$ cat config.mk
export PLATFORM = sky130hd
export DESIGN_NAME = cmp_cond_unit
export DESIGN_NICKNAME = d
export VERILOG_FILES = /design/src/rtl/cmp_cond_pkg.sv /design/src/rtl/cmp_sub_flags.sv /design/src/rtl/cond_eval.sv /design/src/rtl/cmp_cond_unit.sv
export SDC_FILE = /design/constraint.sdc
export NUM_CORES = 1
export LEC_CHECK = 0
export ABC_AREA = 1
export BUFFER_PORTS_ARGS = -buffer_cell sky130_fd_sc_hd__buf_2
export CAP_MARGIN = 20
export CORE_MARGIN = 2
export CORE_UTILIZATION = 52
export DETAILED_ROUTE_END_ITERATION = 10
export GPL_TIMING_DRIVEN = 0
export PLACE_DENSITY = 0.87
export SYNTH_ARGS = -nofsm -noshare
export SYNTH_HDL_FRONTEND = slang
export SYNTH_SLANG_ARGS = --single-unit
$ cat constraint.sdc
create_clock -name clk_i -period 1.1 [get_ports clk_i]
set_clock_uncertainty 0.2 [all_clocks]
set_input_delay 0.055 -clock clk_i [delete_from_list [all_inputs] [get_ports clk_i]]
set_output_delay 0.055 -clock clk_i [all_outputs]
set_load 0.005 [all_outputs]
$ cat src/rtl/cmp_cond_pkg.sv
package cmp_cond_pkg;
  localparam int unsigned FLAG_W = 6;

  // bit0 cf .. bit5 of_f
  typedef struct packed {
    logic of_f;
    logic sf;
    logic zf;
    logic af;
    logic pf;
    logic cf;
  } flags_t;

  // cond code bits [3:1]; bit 0 negates
  typedef enum logic [2:0] {
    BASE_OVF  = 3'd0,
    BASE_BLW  = 3'd1,
    BASE_EQ   = 3'd2,
    BASE_BE   = 3'd3,
    BASE_SGN  = 3'd4,
    BASE_PAR  = 3'd5,
    BASE_LT   = 3'd6,
    BASE_LE   = 3'd7
  } cond_base_e;
endpackage

$ cat src/rtl/cmp_sub_flags.sv
module cmp_sub_flags
  import cmp_cond_pkg::*;
#(
  parameter int unsigned WIDTH = 16
) (
  input  logic [WIDTH-1:0] op_d_i,
  input  logic [WIDTH-1:0] op_s_i,
  output flags_t           flags_o
);
  localparam int unsigned MSB = WIDTH - 1;

  logic [WIDTH:0] diff_ext;
  logic [4:0]     nib_diff;
  logic [WIDTH-1:0] res;

  assign diff_ext = {1'b0, op_d_i} - {1'b0, op_s_i};
  assign nib_diff = {1'b0, op_d_i[3:0]} - {1'b0, op_s_i[3:0]};
  assign res      = diff_ext[WIDTH-1:0];

  always_comb begin
    flags_o.cf   = diff_ext[WIDTH];
    flags_o.zf   = (res == '0);
    flags_o.sf   = res[MSB];
    flags_o.of_f = (op_d_i[MSB] ^ op_s_i[MSB]) & (op_d_i[MSB] ^ res[MSB]);
    flags_o.af   = nib_diff[4];
    flags_o.pf   = ~^res[7:0];
  end


  always_comb begin
    if (flags_o.zf) zero_no_borrow_chk: assert (!flags_o.cf);
  end
endmodule

$ cat src/rtl/cond_eval.sv
module cond_eval
  import cmp_cond_pkg::*;
(
  input  flags_t     flags_i,
  input  logic [3:0] cond_i,
  output logic       hit_o
);
  cond_base_e base_sel;
  logic       base_hit;
  logic       lt_s;

  assign base_sel = cond_base_e'(cond_i[3:1]);
  assign lt_s     = flags_i.sf ^ flags_i.of_f;

  always_comb begin
    unique case (base_sel)
      BASE_OVF: base_hit = flags_i.of_f;
      BASE_BLW: base_hit = flags_i.cf;
      BASE_EQ:  base_hit = flags_i.zf;
      BASE_BE:  base_hit = flags_i.cf | flags_i.zf;
      BASE_SGN: base_hit = flags_i.sf;
      BASE_PAR: base_hit = flags_i.pf;
      BASE_LT:  base_hit = lt_s;
      BASE_LE:  base_hit = lt_s | flags_i.zf;
      default:  base_hit = 1'b0;
    endcase
  end

  assign hit_o = base_hit ^ cond_i[0];
endmodule

$ cat src/rtl/cmp_cond_unit.sv
module cmp_cond_unit
  import cmp_cond_pkg::*;
#(
  parameter int unsigned WIDTH = 16
) (
  input  logic              clk_i,
  input  logic              rst_ni,
  input  logic              valid_i,
  input  logic              ext_sel_i,
  input  logic [WIDTH-1:0]  op_d_i,
  input  logic [WIDTH-1:0]  op_s_i,
  input  logic [3:0]        cond_i,
  input  logic [FLAG_W-1:0] ext_flags_i,
  output logic [FLAG_W-1:0] flags_o,
  output logic              cond_true_o,
  output logic              done_o
);
  flags_t cmp_flags;
  flags_t sel_flags;
  logic   hit;

  cmp_sub_flags #(.WIDTH(WIDTH)) u_sub (
    .op_d_i (op_d_i),
    .op_s_i (op_s_i),
    .flags_o(cmp_flags)
  );

  assign sel_flags = ext_sel_i ? flags_t'(ext_flags_i) : cmp_flags;

  cond_eval u_cond (
    .flags_i(sel_flags),
    .cond_i (cond_i),
    .hit_o  (hit)
  );

  always_ff @(posedge clk_i or negedge rst_ni) begin
    if (!rst_ni) begin
      flags_o     <= '0;
      cond_true_o <= 1'b0;
      done_o      <= 1'b0;
    end else begin
      done_o <= valid_i;
      if (valid_i) begin
        flags_o     <= sel_flags;
        cond_true_o <= hit;
      end
    end
  end


  done_after_valid_chk: assert property (@(posedge clk_i) disable iff (!rst_ni)
    valid_i |=> done_o);

  idle_no_done_chk: assert property (@(posedge clk_i) disable iff (!rst_ni)
    !valid_i |=> !done_o);

  idle_hold_chk: assert property (@(posedge clk_i) disable iff (!rst_ni)
    !valid_i |=> ($stable(flags_o) && $stable(cond_true_o)));

  equal_zero_chk: assert property (@(posedge clk_i) disable iff (!rst_ni)
    (valid_i && !ext_sel_i && op_d_i == op_s_i) |=> (flags_o[3] && !flags_o[0]));

  below_carry_chk: assert property (@(posedge clk_i) disable iff (!rst_ni)
    (valid_i && !ext_sel_i && op_d_i < op_s_i) |=> flags_o[0]);

  ext_pass_chk: assert property (@(posedge clk_i) disable iff (!rst_ni)
    (valid_i && ext_sel_i) |=> (flags_o == $past(ext_flags_i)));
endmodule

==> results of run 1 <==
-- synth_stat cells, drive strengths merged --
cell	n
a21oi	11
nand3	26
inv	72
nor2	23
xor2	3
and2	3
ha	21
clkinv	1
xnor2	5
dfrtp	8
nand3b	2
o21ai	6
nand4	3
nand2	119
a31oi	2
clkbuf	1
or2	2
fa	1
-- kinds of logic after synthesis --
family | count (synthesis) | synth area share [%]
adders and majority gates | 22 | 16.3
and+or+nand+nor | 178 | 45.8
xor gates and xnor gates | 8 | 4.04
AOI/OAI and AO/OA | 19 | 6.28
DFF | 8 | 11.5
buffers and inverters | 74 | 16.0
-- per-layer routing --
layer	GRT usage, %	GRT overflow
met5	11.4	0
met1	63.3	0
met4	55.3	1
met2	85.3	1
met3	48.0	0
-- stage by stage --
step / worst slack [ns] / cell area [sq um] / TNS, ns / cells
floorplan: -1.37 / 1950 / -4.49 / 309
CTS: -1.37 / 2700 / -6.06 / 442
global placement: -1.82 / 2270 / -6.72 / 405
detailed placement: -1.85 / 2270 / -7.01 / 405
-- repair_timing --
item                       CTS
hold endpoints to repair    14
resized for setup           37
buffers inserted            39
cloned                       0
pin swaps                   35
hold buffers                 4
setup endpoints to repair    7
==> impl_results.md, run 1 <==
* Number of library cell types mapped by synthesis at 26
* Halt point of the flow: 5_1_grt
* Gate count after technology mapping at between 300 and 400
* Root buffer selected by CTS: sky130_fd_sc_hd__clkbuf_4
* CTS Buf Count at 3
* Top cell type's share of synthesized area at 23.4%
* # rows at 20
* I/O pin total at 54
* Pin count of the biggest net entering global routing at 10
* H-tree levels at 1
* Total half-perimeter wirelength after legalization and detailed placement at approximately 3.6 mm
* Sequential area share after synthesis at ~12%
* Largest area contributor in the synthesized netlist: sky130_fd_sc_hd__nand2_1
* Number of clock sinks seen by CTS at 8
* Width of the die at just over 60 microns
* Outcome: stopped before the end
* Synthesized flop and latch total at 8
* Count of port buffers added during placement at 52
* Net Count, Synth at 377
* Pin category terminating the worst setup path after the last repair: sequential cell input
* Worst-path endpoint after global-route repair_timing: cond_true_o$_DFFE_PN0P_/D
* YS warnings at 0
* Cell types with the largest area share after synthesis: sky130_fd_sc_hd__nand2_1 23%, sky130_fd_sc_hd__ha_1 15%, sky130_fd_sc_hd__inv_1 15%
* Routability congestion estimate from global placement at 0.855
* Post-Synthesis Cell Area at between 0.0015 and 0.002 sq mm
* Bufs on Longest Clock Path at 2
* Die outline height at a little over 60 microns
* Starting Density at 55.9%
* Total routing usage reported by global routing at 63.7%
* Mean instance size in the synthesized netlist at between 5 and 6 sq um
* First error in the log: [ERROR GRT-0232] Routing congestion too high. Check the congestion heatmap in the GUI.
* Global route overflow at 2
==> inputs of run 2 (changes only) <==
CORE_UTILIZATION = 40   (was 52)
PLACE_DENSITY = not set   (was 0.87)
PLACE_DENSITY_LB_ADDON = 0.15   (was not set)
==> run 2 against run 1 <==
  * The flow now finishes, with violations (negative hold slack, negative setup slack)
  * Synthesized cell count stayed put
  * Synthesized area unchanged
==> impl_results.md, run 2 <==
* Peak supply drop at roughly 450 uV
* Startpoint of the lowest-slack hold path: valid_i
* Area inside the core boundary at between 0.004 and 0.005 sq mm
* Arrival time worst endpoint at 2.51 ns
* Gate count after technology mapping at about 300
* Number of library cell types mapped by synthesis at 26
* YS warnings at 0
* Flip-flop cell with the highest count after synthesis: sky130_fd_sc_hd__dfrtp_1
* Final Hold Fails at 13
* Total routing usage reported by global routing at between 10% and 20%
* Commonest cells in the netlist: 108 x sky130_fd_sc_hd__nand2_1, 68 x sky130_fd_sc_hd__inv_1, 23 x sky130_fd_sc_hd__nand3_1
* Failing checks: negative hold slack, negative setup slack
* Largest area contributor in the synthesized netlist: sky130_fd_sc_hd__nand2_1
* Fraction of layout cells with a size suffix above 1 at about two fifths
* Routability congestion estimate from global placement at between 0.8 and 0.9
* Die outline height at 69.8 microns
* Vias in the first global route at between 1500 and 2000
* FF-to-FF setup slack at roughly 0.25 ns
* Wire length of the first global-routing pass at slightly below 8 mm
* Worst slew margin relative to its limit at 72.8%
* Total count of max-transition violations in the final report at 0
* Share of the clock period used by the worst path at 231%
* Root buffer selected by CTS: sky130_fd_sc_hd__clkbuf_8
* Layout filler cell count at 370
* Bufs on Longest Clock Path at 2
* Fraction of synthesis flops using an asynchronous set or reset pin at between 90% and 100%
* Final wirelength at about 4.6 mm
* DRT iter0 DRCs at between 70 and 80
* Max-cap check violation count at 0
* Critical Path Source Type: input port
* H-tree levels at 1
* Max Fanout on Critical Path at 2
* Post-route cell area at 0.00267 sq mm
* Final-layout setup total negative slack at -6.94 ns
* Pwr Density at 822 mW/mm^2
* # rows at 23
* Clock period minus final worst setup slack at 2.54 ns
* Kind of critical path: in -> reg
* Count of port buffers added during placement at 52
* Hold Slack at -0.153 ns
* I/O pin total at between 50 and 60
* Average vias per placed instance at around 4.7
* Reported leakage power at 1.52 nW
* Worst setup slack before clock tree synthesis at -1.90 ns
* Width of the die at roughly 70 microns
* Clock Latency Late Sink at around 0.23 ns
* Startpoint of the worst-slack reg-to-reg timing path: flags_o[2]
* Actual transition at the worst max-transition pin at 0.408 ns
* Sequential area share after synthesis at about 12%
* Reg with most FFs: flags_o
* Setup-violating endpoint count in the final report at 7
* EDFF count, synth at 0
* Post-Synthesis Cell Area at roughly 0.0017 sq mm
* Outcome: complete, but fails checks
* Final worst-path setup slack at -1.44 ns
* Number of antenna violations at the first check in global routing at 0
* Synth-to-layout area growth at 53.9%
* Synthesized flop and latch total at 8
* Detailed-routing iteration count for the pre-antenna-repair pass at 4
* Worst path required time at roughly 1.1 ns
* Cell types with the largest area share after synthesis: sky130_fd_sc_hd__nand2_1 23%, sky130_fd_sc_hd__ha_1 15%, sky130_fd_sc_hd__inv_1 15%
* Top achievable clock speed at 394 MHz
* Most frequent standard cell in the layout excluding fill and tap cells: sky130_fd_sc_hd__nand2_1
* R2r endpoint: flags_o[2]
* CTS Buf Count at 3
* Number of cell instances on the worst register-to-register path at 2
* Number of clock sinks seen by CTS at 8
* Pin count of the biggest net entering global routing at 10
* Clock-pin transition on the worst setup and hold timing paths at ~0.04 ns
* Total placed instance area at 0.00228 sq mm
* Sink of the worst hold path: done_o
* DIE AREA at 0.00488 sq mm
* Via Count at around 2100
* Drt drc at 0
* Final ANT Viol Nets at 0
* Most frequent cells in the layout: 90 x sky130_fd_sc_hd__nand2_1, 60 x sky130_fd_sc_hd__inv_1, 50 x sky130_fd_sc_hd__buf_2
* Total half-perimeter wirelength after legalization and detailed placement at roughly 3.6 mm
* Routed len/inst at roughly 10 microns
* CTS tree: yes
* Unrepaired setup endpoints after global routing: true
* Starting Density at 42.4%
* Net Count, Synth at ~380
* Largest registers ranked by flip-flop count: flags_o (6), cond_true_o (1), done_o (1)
* Hold Path Depth at 1
* Cell with the most instances after synthesis: sky130_fd_sc_hd__nand2_1
* Number of hold buffers added after cts at 3
* Largest register FFs at 6
* Global route overflow at 0
* Top cell type's share of synthesized area at 23.4%
* Element type at the critical path end: register
* Diodes inserted at 0
* Path type of the worst min-delay path: in -> reg
* Number of nets in the layout at approximately 470
* Mean instance size in the synthesized netlist at between 5 and 6 sq um
run 2: cell counts after synthesis:
No cell type changed its count.
run 2: what timing repair did:
| action | CTS | global route |
|---|---|---|
| endpoints found under the hold margin | 14 | 5 |
| pin swaps | 26 | 14 |
| buffers inserted | 27 | 3 |
| endpoints found under the setup margin | 7 | 7 |
| resized for setup | 20 | 15 |
run 2: layout make-up:
cell class | instances | area, sq um | area share (%)
Sequential cell | 8 | 200 | 7.50
Tap cell | 50 | 62.6 | 2.34
Timing Repair Buffer | 83 | 533 | 20.0
Multi-Input combinational cell | 227 | 1540 | 57.8
Inverter | 73 | 287 | 10.7
Buffer | 1 | 3.75 | 0.141
Clock buffer | 3 | 41.3 | 1.55
run 2: critical path: stages:
cell and delay, ns:
sky130_fd_sc_hd__buf_12 0.09, sky130_fd_sc_hd__inv_12 0.03, sky130_fd_sc_hd__ha_4 0.15, sky130_fd_sc_hd__fa_2 0.38
sky130_fd_sc_hd__inv_2 0.09, sky130_fd_sc_hd__nand3_2 0.08, sky130_fd_sc_hd__nand2_2 0.10, sky130_fd_sc_hd__buf_6 0.10
sky130_fd_sc_hd__xnor2_1 0.11, sky130_fd_sc_hd__ha_1 0.28, sky130_fd_sc_hd__xor2_2 0.19, sky130_fd_sc_hd__inv_1 0.07
sky130_fd_sc_hd__nor2_2 0.04, sky130_fd_sc_hd__o21ai_2 0.16, sky130_fd_sc_hd__nand4_1 0.11, sky130_fd_sc_hd__nand3_1 0.08
sky130_fd_sc_hd__clkinv_1 0.07, sky130_fd_sc_hd__nand4_2 0.07, sky130_fd_sc_hd__nand2_1 0.06, sky130_fd_sc_hd__nand2_1 0.06
sky130_fd_sc_hd__nand3_1 0.07, sky130_fd_sc_hd__nand2_1 0.07
run 2: kinds of logic (layout without fill, tap and decap cells):
kind of cell               after synthesis  after routing  synth area share (%)
and+or+nand+nor                        178            178                  45.8
buffers and inverters                   74            160                  16.0
DFF                                      8              8                  11.5
AOI/OAI and AO/OA                       19             19                  6.28
adders and majority gates               22             22                  16.3
xor gates and xnor gates                 8              8                  4.04
run 2: worst max-delay path by stage:
| stage | to | startpoint | slack [ns] | depth (start not counted) |
|---|---|---|---|---|
| final | cond_true_o | op_d_i[0] | -1.44 | 22 |
| after global routing | cond_true_o | op_d_i[0] | -1.63 | 21 |
| after CTS | cond_true_o | op_d_i[0] | -1.43 | 23 |
| after detailed placement | cond_true_o | op_d_i[0] | -1.90 | 21 |
| after global placement | cond_true_o | op_d_i[0] | -1.88 | 21 |
| after floorplan | cond_true_o | op_d_i[0] | -1.37 | 20 |
run 2: through the flow:
stage / cells / total power (W) / util [%] / hold slack, ns
2_1_floorplan: 309 / 0.00123 / - / -0.441
3_3_place_gp: 411 / 0.00153 / 55.7 / -0.297
3_5_place_dp: 411 / 0.00156 / 55.7 / -0.296
4_1_cts: 442 / 0.00209 / 63.6 / -0.159
5_1_grt: 445 / 0.00239 / 65.3 / -0.150
6_report: 445 / 0.00219 / 65.3 / -0.153
run 2: where the power goes:
group	switching [W]	internal (W)
combinational	0.000782	0.000703
sequential	0.0000199	0.000340
clock	0.000111	0.000237
run 2: layer usage:
metal / global-route usage [%] / vias to the layer above / wire, microns
li1: - / 1109 / -
met1: 21.9 / 921 / 1930
met2: 37.5 / 48 / 2450
met3: 2.62 / 4 / 200
met4: 4.91 / 0 / 38
met5: 0 / - / 0
Note: power is estimated with default switching activity, not from simulation.
==> inputs of run 3 (changes only) <==
SKIP_LAST_GASP = 1   (was not set)
==> run 3 against run 2 <==
  * The flow still finishes with violations (negative hold slack, negative setup slack)
  * Critical path type unchanged
  * Total power down 0.48%
  * Via count up 0.58%
  * Largest power group unchanged
  * Register-to-register slack about the same
  * Largest cell class unchanged
  * Non-clock buffer count unchanged
  * Sequential power about the same
  * Flip-flop and latch count unchanged
  * Critical path depth unchanged
  * Sequential share of layout area about the same
  * Maximum frequency up 0.11%
==> impl_results.md, run 3 (synthesis results as in run 2) <==
* Final-layout setup total negative slack at -6.97 ns
* Reported leakage power at roughly 1.5 nW
* Number of hold buffers added after cts at 3
* Critical Path Source Type: input port
* Clock-pin transition on the worst setup and hold timing paths at around 0.04 ns
* Path type of the worst min-delay path: in -> reg
* Element type at the critical path end: register
* Number of non-filler instances in the completed layout at approximately 450
* Width of the die at approximately 70 microns
* Actual transition at the worst max-transition pin at ~0.40 ns
* CTS Buf Count at 3
* H-tree levels at 1
* DIE AREA at between 0.004 and 0.005 sq mm
* Final Hold Fails at 6
* Clock period minus final worst setup slack at between 2 and 3 ns
* Final worst-path setup slack at -1.44 ns
* Die outline height at ~70 microns
* Detailed-routing iteration count for the pre-antenna-repair pass at 4
* Max Fanout on Critical Path at 2
* Average vias per placed instance at 4.71
* Number of cell instances on the worst register-to-register path at 2
* Setup-violating endpoint count in the final report at 7
* Pin count of the biggest net entering global routing at 10
* Most frequent cells in the layout: 94 x sky130_fd_sc_hd__nand2_1, 60 x sky130_fd_sc_hd__inv_1, 50 x sky130_fd_sc_hd__buf_2
* Root buffer selected by CTS: sky130_fd_sc_hd__clkbuf_8
* Startpoint of the worst-slack reg-to-reg timing path: flags_o[2]
* CTS tree: yes
* Inst Count DP at between 400 and 500
* Diodes inserted at 0
* Hold Slack at -0.156 ns
* Share of the clock period used by the worst path at 231%
* I/O pin total at between 50 and 60
* Total routing usage reported by global routing at 19.4%
* Outcome: complete, but fails checks
* Vias in the first global route at slightly below 2000
* Arrival time worst endpoint at about 2.5 ns
* Critical Path Source: op_d_i[0]
* Number of nets in the layout at 465
* Final wirelength at 4.60 mm
* Kind of critical path: in -> reg
* Layout filler cell count at roughly 370
* Peak supply drop at between 400 and 500 uV
* Routability congestion estimate from global placement at 0.888
* Number of antenna violations at the first check in global routing at 0
* Worst path required time at around 1.1 ns
* # rows at 23
* Area inside the core boundary at between 0.004 and 0.005 sq mm
* Most frequent standard cell in the layout excluding fill and tap cells: sky130_fd_sc_hd__nand2_1
* Last element of the critical path: cond_true_o
* DRT iter0 DRCs at 70
* Synth-to-layout area growth at 53.3%
* Starting Density at a little over two fifths
* R2r endpoint: flags_o[2]
* Drt drc at 0
* Max-cap check violation count at 0
* Total count of max-transition violations in the final report at 0
* Unrepaired setup endpoints after global routing: true
* Top achievable clock speed at 394 MHz
* Number of clock sinks seen by CTS at 8
* Post-layout power at around 0.0022 W
* Total half-perimeter wirelength after legalization and detailed placement at 3.61 mm
* Final core area utilization at approximately two thirds
* Fraction of layout cells with a size suffix above 1 at about two fifths
* Wire length of the first global-routing pass at a little under 8 mm
* Final ANT Viol Nets at 0
* Bufs on Longest Clock Path at 2
* Clock Latency Late Sink at approximately 0.23 ns
* Worst slew margin relative to its limit at roughly 73%
* Count of port buffers added during placement at 52
* Largest registers ranked by flip-flop count: flags_o (6), cond_true_o (1), done_o (1)
* Via Count at about 2100
* Reg with most FFs: flags_o
* Routed len/inst at approximately 10 microns
* Global route overflow at 0
* Largest register FFs at 6
* Pwr Density at slightly above 800 mW/mm^2
* Failing checks: negative hold slack, negative setup slack
* FF-to-FF setup slack at between 0.2 and 0.3 ns
## run 3: cell types whose count changed in the layout (fill, tap and decap cells not counted)
cell / change
sky130_fd_sc_hd__nand2_1: +4
sky130_fd_sc_hd__nand2_2: -4
## run 3: metrics by stage
stage | cell area, sq um | worst slack, ns
final | 2660 | -1.44
after global routing | 2660 | -1.63
after CTS | 2590 | -1.43
after detailed placement | 2280 | -1.90
after global placement | 2280 | -1.88
after floorplan | 1950 | -1.37
## run 3: layout make-up
type,count,area (sq um),share of cell area [%]
Inverter,73,287,10.8
Multi-Input combinational cell,227,1530,57.6
Tap cell,50,62.6,2.35
Clock buffer,3,41.3,1.55
Sequential cell,8,200,7.53
Timing Repair Buffer,83,533,20.0
Buffer,1,3.75,0.141
## run 3: critical path: stages
cell and delay (ns):
sky130_fd_sc_hd__buf_12 0.09, sky130_fd_sc_hd__inv_12 0.03, sky130_fd_sc_hd__ha_4 0.15, sky130_fd_sc_hd__fa_2 0.38
sky130_fd_sc_hd__inv_2 0.09, sky130_fd_sc_hd__nand3_2 0.08, sky130_fd_sc_hd__nand2_2 0.10, sky130_fd_sc_hd__buf_6 0.10
sky130_fd_sc_hd__xnor2_1 0.11, sky130_fd_sc_hd__ha_1 0.28, sky130_fd_sc_hd__xor2_2 0.19, sky130_fd_sc_hd__inv_1 0.07
sky130_fd_sc_hd__nor2_2 0.04, sky130_fd_sc_hd__o21ai_2 0.15, sky130_fd_sc_hd__nand4_1 0.11, sky130_fd_sc_hd__nand3_1 0.08
sky130_fd_sc_hd__clkinv_1 0.07, sky130_fd_sc_hd__nand4_2 0.07, sky130_fd_sc_hd__nand2_1 0.06, sky130_fd_sc_hd__nand2_1 0.06
sky130_fd_sc_hd__nand3_1 0.07, sky130_fd_sc_hd__nand2_1 0.07
## run 3: worst min path at each step
stage	start	end	slack, ns	depth (start not counted)
final	valid_i	done_o	-0.16	1
after global routing	valid_i	done_o	-0.15	1
after CTS	valid_i	done_o	-0.16	1
after detailed placement	rst_ni	flags_o[1]	-0.30	1
after global placement	rst_ni	flags_o[2]	-0.30	1
after floorplan	rst_ni	cond_true_o	-0.44	0
## run 3: routing by layer
layer / wire, microns / global-route usage, % / vias to the layer above / share of wire [%]
met5: 0 / 0 / - / 0
met4: 38 / 4.91 / 0 / 0.83
met3: 190 / 2.62 / 4 / 4.1
met2: 2430 / 37.5 / 48 / 53
met1: 1940 / 22.0 / 933 / 42
li1: - / - / 1109 / -
## run 3: power by group
| part | leakage, nW | internal (W) | total, W | switching [W] |
|---|---|---|---|---|
| Combinational | 1.41 | 0.000700 | 0.00148 | 0.000777 |
| Clock | 0.0216 | 0.000236 | 0.000346 | 0.000109 |
| Sequential | 0.0962 | 0.000340 | 0.000360 | 0.0000201 |
## run 3: what timing repair did
| item | 4_1_cts | 5_1_grt |
|---|---|---|
| hold endpoints to repair | 14 | 5 |
| gates resized for setup | 17 | 14 |
| pin swaps | 26 | 13 |
| endpoints found under the setup margin | 7 | 7 |
| gates cloned | 0 | 0 |
| buffers inserted | 27 | 3 |
